<file path="config.mk">
export PLATFORM = sky130hd
export DESIGN_NAME = pixel_align
export DESIGN_NICKNAME = d
export VERILOG_FILES = /design/src/rtl/pixel_align_pkg.sv /design/src/rtl/pixel_align_ctrl.sv /design/src/rtl/pixel_align_path.sv /design/src/rtl/pixel_align.sv
export SDC_FILE = /design/constraint.sdc
export NUM_CORES = 1
export LEC_CHECK = 0
export CAP_MARGIN = 20
export CORE_MARGIN = 1
export CORE_UTILIZATION = 35
export CTS_CLUSTER_DIAMETER = 50
export CTS_CLUSTER_SIZE = 20
export DETAILED_ROUTE_END_ITERATION = 8
export GPL_TIMING_DRIVEN = 1
export MAX_ROUTING_LAYER = met4
export REMOVE_ABC_BUFFERS = 1
export SLEW_MARGIN = 20
export SYNTH_ARGS = -nofsm -noshare
export SYNTH_HDL_FRONTEND = slang
export SYNTH_SLANG_ARGS = --single-unit
</file>
<file path="constraint.sdc">
create_clock -name clk -period 1.5 [get_ports clk]
set_input_delay 0.3 -clock clk [delete_from_list [all_inputs] [get_ports clk]]
set_output_delay 0.3 -clock clk [all_outputs]
set_load 0.01 [all_outputs]
</file>
<file path="src/rtl/pixel_align_pkg.sv">
package pixel_align_pkg;
  localparam int NCH   = 3;
  localparam int DLY_W = 4;
  localparam int TAP_W = DLY_W - 1;

  // Control strobes: per channel, whole-pair tap and lane-swap flag
  typedef struct packed {
    logic [NCH-1:0]            swap;
    logic [NCH-1:0][TAP_W-1:0] tap;
  } ctrl_t;
endpackage

</file>
<file path="src/rtl/pixel_align_ctrl.sv">
module pixel_align_ctrl
  import pixel_align_pkg::*;
(
  input  logic                      clk,
  input  logic                      rst,
  input  logic                      hsyncIn,
  input  logic [NCH-1:0][DLY_W-1:0] cfgDelay,
  output ctrl_t                     ctrlBus
);
  logic                      hsyncPrev;
  logic                      loadNow;
  logic [NCH-1:0][DLY_W-1:0] delayReg;

  assign loadNow = hsyncIn & ~hsyncPrev;

  always_ff @(posedge clk) begin
    if (rst) begin
      hsyncPrev <= 1'b0;
      delayReg  <= '0;
    end else begin
      hsyncPrev <= hsyncIn;
      if (loadNow) delayReg <= cfgDelay;
    end
  end

  // Odd pixel delay -> swap lanes; remaining pixels -> whole pairs
  always_comb begin
    for (int ch = 0; ch < NCH; ch++) begin
      ctrlBus.swap[ch] = delayReg[ch][0];
      ctrlBus.tap[ch]  = delayReg[ch][DLY_W-1:1];
    end
  end
endmodule

</file>
<file path="src/rtl/pixel_align_path.sv">
module pixel_align_path
  import pixel_align_pkg::*;
#(
  parameter int PIX_W = 10
) (
  input  logic                      clk,
  input  logic                      rst,
  input  ctrl_t                     ctrlBus,
  input  logic                      hsyncIn,
  input  logic                      deIn,
  input  logic [NCH-1:0][PIX_W-1:0] inEven,
  input  logic [NCH-1:0][PIX_W-1:0] inOdd,
  output logic                      hsyncOut,
  output logic                      deOut,
  output logic [NCH-1:0][PIX_W-1:0] outEven,
  output logic [NCH-1:0][PIX_W-1:0] outOdd
);
  localparam int HIST = 2 ** TAP_W;  // past pairs needed for the largest odd delay

  always_ff @(posedge clk) begin
    if (rst) begin
      hsyncOut <= 1'b0;
      deOut    <= 1'b0;
    end else begin
      hsyncOut <= hsyncIn;
      deOut    <= deIn;
    end
  end

  for (genvar ch = 0; ch < NCH; ch++) begin : g_chan
    logic [PIX_W-1:0] curEven, curOdd;
    logic [PIX_W-1:0] histEven [1:HIST];
    logic [PIX_W-1:0] histOdd  [1:HIST];
    logic [PIX_W-1:0] tapEven  [0:HIST];
    logic [PIX_W-1:0] tapOdd   [0:HIST];
    logic [PIX_W-1:0] nextEven, nextOdd;
    logic [PIX_W-1:0] evenQ, oddQ;

    // Blanking pixels enter the history as black
    assign curEven = deIn ? inEven[ch] : '0;
    assign curOdd  = deIn ? inOdd[ch]  : '0;

    always_ff @(posedge clk) begin
      if (rst) begin
        for (int i = 1; i <= HIST; i++) begin
          histEven[i] <= '0;
          histOdd[i]  <= '0;
        end
      end else begin
        histEven[1] <= curEven;
        histOdd[1]  <= curOdd;
        for (int i = 2; i <= HIST; i++) begin
          histEven[i] <= histEven[i-1];
          histOdd[i]  <= histOdd[i-1];
        end
      end
    end

    always_comb begin
      tapEven[0] = curEven;
      tapOdd[0]  = curOdd;
      for (int i = 1; i <= HIST; i++) begin
        tapEven[i] = histEven[i];
        tapOdd[i]  = histOdd[i];
      end
    end

    always_comb begin
      if (ctrlBus.swap[ch]) begin
        nextEven = tapOdd[int'(ctrlBus.tap[ch]) + 1];
        nextOdd  = tapEven[ctrlBus.tap[ch]];
      end else begin
        nextEven = tapEven[ctrlBus.tap[ch]];
        nextOdd  = tapOdd[ctrlBus.tap[ch]];
      end
    end

    always_ff @(posedge clk) begin
      if (rst) begin
        evenQ <= '0;
        oddQ  <= '0;
      end else begin
        evenQ <= nextEven;
        oddQ  <= nextOdd;
      end
    end

    assign outEven[ch] = evenQ;
    assign outOdd[ch]  = oddQ;
  end
endmodule

</file>
<file path="src/rtl/pixel_align.sv">
module pixel_align
  import pixel_align_pkg::*;
#(
  parameter int PIX_W = 10
) (
  input  logic             clk,
  input  logic             rst,
  input  logic [DLY_W-1:0] cfgR,
  input  logic [DLY_W-1:0] cfgG,
  input  logic [DLY_W-1:0] cfgB,
  input  logic             hsyncIn,
  input  logic             deIn,
  input  logic [PIX_W-1:0] inEvenR,
  input  logic [PIX_W-1:0] inEvenG,
  input  logic [PIX_W-1:0] inEvenB,
  input  logic [PIX_W-1:0] inOddR,
  input  logic [PIX_W-1:0] inOddG,
  input  logic [PIX_W-1:0] inOddB,
  output logic             hsyncOut,
  output logic             deOut,
  output logic [PIX_W-1:0] outEvenR,
  output logic [PIX_W-1:0] outEvenG,
  output logic [PIX_W-1:0] outEvenB,
  output logic [PIX_W-1:0] outOddR,
  output logic [PIX_W-1:0] outOddG,
  output logic [PIX_W-1:0] outOddB
);
  ctrl_t                     ctrlBus;
  logic [NCH-1:0][PIX_W-1:0] evenBus, oddBus, evenRes, oddRes;

  assign evenBus = {inEvenB, inEvenG, inEvenR};
  assign oddBus  = {inOddB, inOddG, inOddR};

  pixel_align_ctrl u_ctrl (
    .clk      (clk),
    .rst      (rst),
    .hsyncIn  (hsyncIn),
    .cfgDelay ({cfgB, cfgG, cfgR}),
    .ctrlBus  (ctrlBus)
  );

  pixel_align_path #(.PIX_W(PIX_W)) u_path (
    .clk      (clk),
    .rst      (rst),
    .ctrlBus  (ctrlBus),
    .hsyncIn  (hsyncIn),
    .deIn     (deIn),
    .inEven   (evenBus),
    .inOdd    (oddBus),
    .hsyncOut (hsyncOut),
    .deOut    (deOut),
    .outEven  (evenRes),
    .outOdd   (oddRes)
  );

  assign outEvenR = evenRes[0];
  assign outEvenG = evenRes[1];
  assign outEvenB = evenRes[2];
  assign outOddR  = oddRes[0];
  assign outOddG  = oddRes[1];
  assign outOddB  = oddRes[2];
endmodule

</file>
==> metrics.md <==
| Metric | Value |
|---|---|
| Die Y | `about 250 um` |
| Crit-path max FO | `5` |
| EDFF count, synth | `0` |
| Relative slew slack | `~58%` |
| Status | `finished, violations left` |
| Metal3 WL | `roughly 3000 um` |
| Max-cap violations | `0` |
| Post-synth top flop | `dfxtp_1` |
| WHS | `roughly 0.042 ns` |
| End of the worst hold path | `u_ctrl.hsyncPrev` |
| Pleak | `10.1 nW` |
| Warnings from Yosys | `0` |
| Largest net degree at the start of global routing | `71` |
| Arrival @ worst endpoint | `~2.3 ns` |
| Detailed Route WL | `~60000 um` |
| CTS root buf | `clkbuf_16` |
| Switching Fraction | `between 20% and 30%` |
| Horiz. Die Dim | `246 um` |
| Final hold vios | `0` |
| Via Count | `16000` |
| Vias in the first global route | `~16000` |
| Period minus WS final | `about 1.8 ns` |
| Max-slew violations | `0` |
| Flop2flop setup slack | `-0.26 ns` |
| Reg2reg end | `u_path.g_chan[1].evenQ[5]` |
| Final setup violation count | `60` |
| Area grow syn2layout | `33.9%` |
| Bufs on Longest Clock Path | `3` |
| Synthesized flop and latch total | `524` |
| Layout cells sized above 1 | `a little under a third` |
| Final Core Density | `47.3%` |
| Max frequency | `0.568 GHz` |
| Critical Path RT | `~2.0 ns` |
| Power Internal | `around 24 mW` |
| GRT Total Usage | `about a fifth` |
| Crit Reg-Reg Startpoint | `u_ctrl.ctrlBus[4]` |
| Initial antenna violation count | `1` |
| Failing checks | `setup timing` |
| Slowest cell delay on critical path | `0.36 ns` |
| Setup TNS | `-10.37 ns` |
| Design Area, Final | `between 20000 and 30000 um^2` |
| Total global routing overflow | `0` |
| Uppermost layer routed | `met4` |
| Pwr/cell area | `around 1200 nW/um^2` |
| Core Area | `between 50000 and 60000 um^2` |
| Cell Rows | `between 80 and 90` |
| Synth top area share | `50.4%` |
| Seq pwr share | `between 40% and 50%` |
| Initial core utilization | `35.4%` |
| Post-route ant nets | `0` |
| Metal2 WL | `~27000 um` |
| Die area | `just over 60000 um^2` |
| Hold Path Stages | `2` |
| Worst setup SP type | `register` |
| HP Class | `in -> reg` |
| First-pass GRT wire length | `a little over 90000 um` |
| Setup CP Type | `reg -> reg` |
| Vias/cell | `roughly 5.2` |
| H-tree depth | `2` |
| Nets | `~2300` |
| 1st-pass router iterations | `5` |
| DP Wirelength | `~39000 um` |
| FFs w/ async S/R, synth | `0%` |
| CTS clk-pin slew, worst paths | `0.07 ns` |
| Syn Inst Count | `slightly below 2000` |
| Hold buffer count at cts | `0` |
| Peak VDD IR | `0.996 mV` |
| Fin cells | `between 3000 and 4000` |
| NetSw | `8.72 mW` |
| Slew @ Worst Pin | `0.632 ns` |
| Synth area leaders | `dfxtp_1 50%, nor2b_1 12%, mux4_2 7.2%, mux2i_1 6.9%, a21oi_1 2.8%` |
| TritonCTS clock tree | `yes` |
| Clock power frac | `between 40% and 50%` |
| RSZ-0062 raised after global routing | `yes` |
| Commonest non-fill, non-tap cell in the layout | `dfxtp_1` |
| Clock Latency Late Sink | `0.61 ns` |
| Cell area after synthesis | `20800 um^2` |
| Clk sinks | `524` |
| Clock Skew | `between 0.02 and 0.03 ns` |
| Max stage delay cell, worst path | `dfxtp_4` |
| Area leader, netlist | `dfxtp_1` |
| Worst setup margin | `-0.260 ns` |
| Placed Cells | `2911` |
| Worst Hold Launch | `rst` |
| Comb power frac | `12.0%` |
| IO Pins | `around 140` |
| Count of input and output buffers | `between 100 and 150` |
| Placer Congestion | `between 0.8 and 0.9` |
| Reg2Reg Depth | `7` |
| Cells along the critical path | `ha_4, xor2_4, or2_1, buf_6, a311oi_4, nor3_2, nor3_2` |
| Avg Inst Size Synth | `roughly 11 um^2` |
| Area post-placement | `approximately 24000 um^2` |
| Met1 WL | `between 20000 and 30000 um` |
| Post-synth cell types | `34` |
| Post-synthesis sequential area ratio | `50.4%` |
| CTS buffer count | `56` |
| Final period util | `117%` |
| Commonest cells after routing, fill and taps aside | `494 x dfxtp_1, 399 x nor2b_1, 179 x buf_4, 142 x mux2i_1, 102 x a21oi_1` |
| Residual DRC | `0` |
| CP endpoint kind | `register` |
| Most used cell, CP | `nor3_2` |
| DRT iter0 DRCs | `between 1000 and 1500` |
| Wire per inst | `about 19 um` |
worst max-delay path: cells and delay by family, from the launching register on:
kind,cells,cell delay (ns)
simple gates,3,0.53
flops,1,0.36
compound gates,1,0.28
fa+ha+maj,1,0.18
xor+xnor,1,0.17
buf+inv,1,0.15
layer usage:
layer	vias up	track usage, %
met4	0	6.39
met3	90	2.52
met1	7933	25.7
met2	454	30.9
met5	-	-
li1	7495	-
registers in the layout, summed over array words and instances, names as in the netlist:
register,count
u_ctrl.ctrlBus,12
u_path.g_chan.evenQ,30
u_path.g_chan.oddQ,30
u_path.g_chan.histEven,210
u_path.deOut,1
u_ctrl.hsyncPrev,1
u_path.g_chan.histOdd,240
per-stage QoR:
stage,total power [mW],worst slack (ns)
after floorplan,16.2,-3.91
after global placement,18.1,-0.432
after detailed placement,18.2,-0.433
after CTS,33.1,-0.274
after global routing,34.2,-0.335
final,33.0,-0.260
synthesized netlist by cell type, types with 22 or more instances:
master    instances
clkbuf_1         79
and2_1           72
a21oi_1         118
nor3_1           38
buf_2            32
nor3_2           22
nand3_1          33
a221oi_1         30
a22oi_1          60
o31ai_1          29
nor2_1           32
mux2i_1         143
nor2b_1         406
nand2_1          80
o22ai_1          59
buf_4            24
a311oi_1         30
o21ai_0          23
mux4_2           67
dfxtp_1         524
final cells by class:
class / count / area (um^2)
clock buffer: 62 / 1470
clock inverter: 41 / 519
multi-input combinational: 1271 / 10400
fill: 5325 / 31000
timing repair buffer: 396 / 4020
sequential: 524 / 10500
antenna: 1 / 2.50
tap: 773 / 967
what timing repair did:
item                                    CTS  global route
buffers inserted                         16            26
resized for setup                       336           106
cloned                                    7             8
endpoints found under the setup margin  122            75
pin swaps                                44            49
power by group through the flow:
| stage | Combinational [mW] | Sequential, mW | Clock, mW |
|---|---|---|---|
| 3_5_place_dp | 3.42 | 14.7 | 0 |
| 3_3_place_gp | 3.40 | 14.7 | 0 |
| 4_1_cts | 3.68 | 14.5 | 15.0 |
| 5_1_grt | 4.22 | 14.5 | 15.5 |
| 6_report | 3.95 | 14.5 | 14.6 |
| 2_1_floorplan | 1.28 | 14.9 | 0 |
cells by family (layout without fill, tap and decap cells):
| logic type | count (synthesis) | in the layout | synth area share, % |
|---|---|---|---|
| simple gates | 701 | 701 | 19.7 |
| fa+ha+maj | 3 | 3 | 0.180 |
| compound gates | 354 | 354 | 11.2 |
| xor+xnor | 3 | 3 | 0.126 |
| flops | 524 | 524 | 50.4 |
| buf+inv | 168 | 499 | 4.26 |
| other cells | 0 | 1 | 0 |
| mux | 210 | 210 | 14.1 |
how the worst max path moves through the flow:
stage                     cells past startpoint                         to  slack (ns)              start
after CTS                                     7  u_path.g_chan[1].evenQ[9]       -0.27  u_ctrl.ctrlBus[3]
final                                         7  u_path.g_chan[1].evenQ[5]       -0.26  u_ctrl.ctrlBus[4]
after floorplan                               6  u_path.g_chan[1].evenQ[0]       -3.91  u_ctrl.ctrlBus[3]
after global routing                          8  u_path.g_chan[1].evenQ[7]       -0.33  u_ctrl.ctrlBus[3]
after detailed placement                      5   u_path.g_chan[1].oddQ[2]       -0.43  u_ctrl.ctrlBus[5]
after global placement                        5   u_path.g_chan[1].oddQ[3]       -0.43  u_ctrl.ctrlBus[5]
Note: power is estimated with default switching activity, not from simulation.
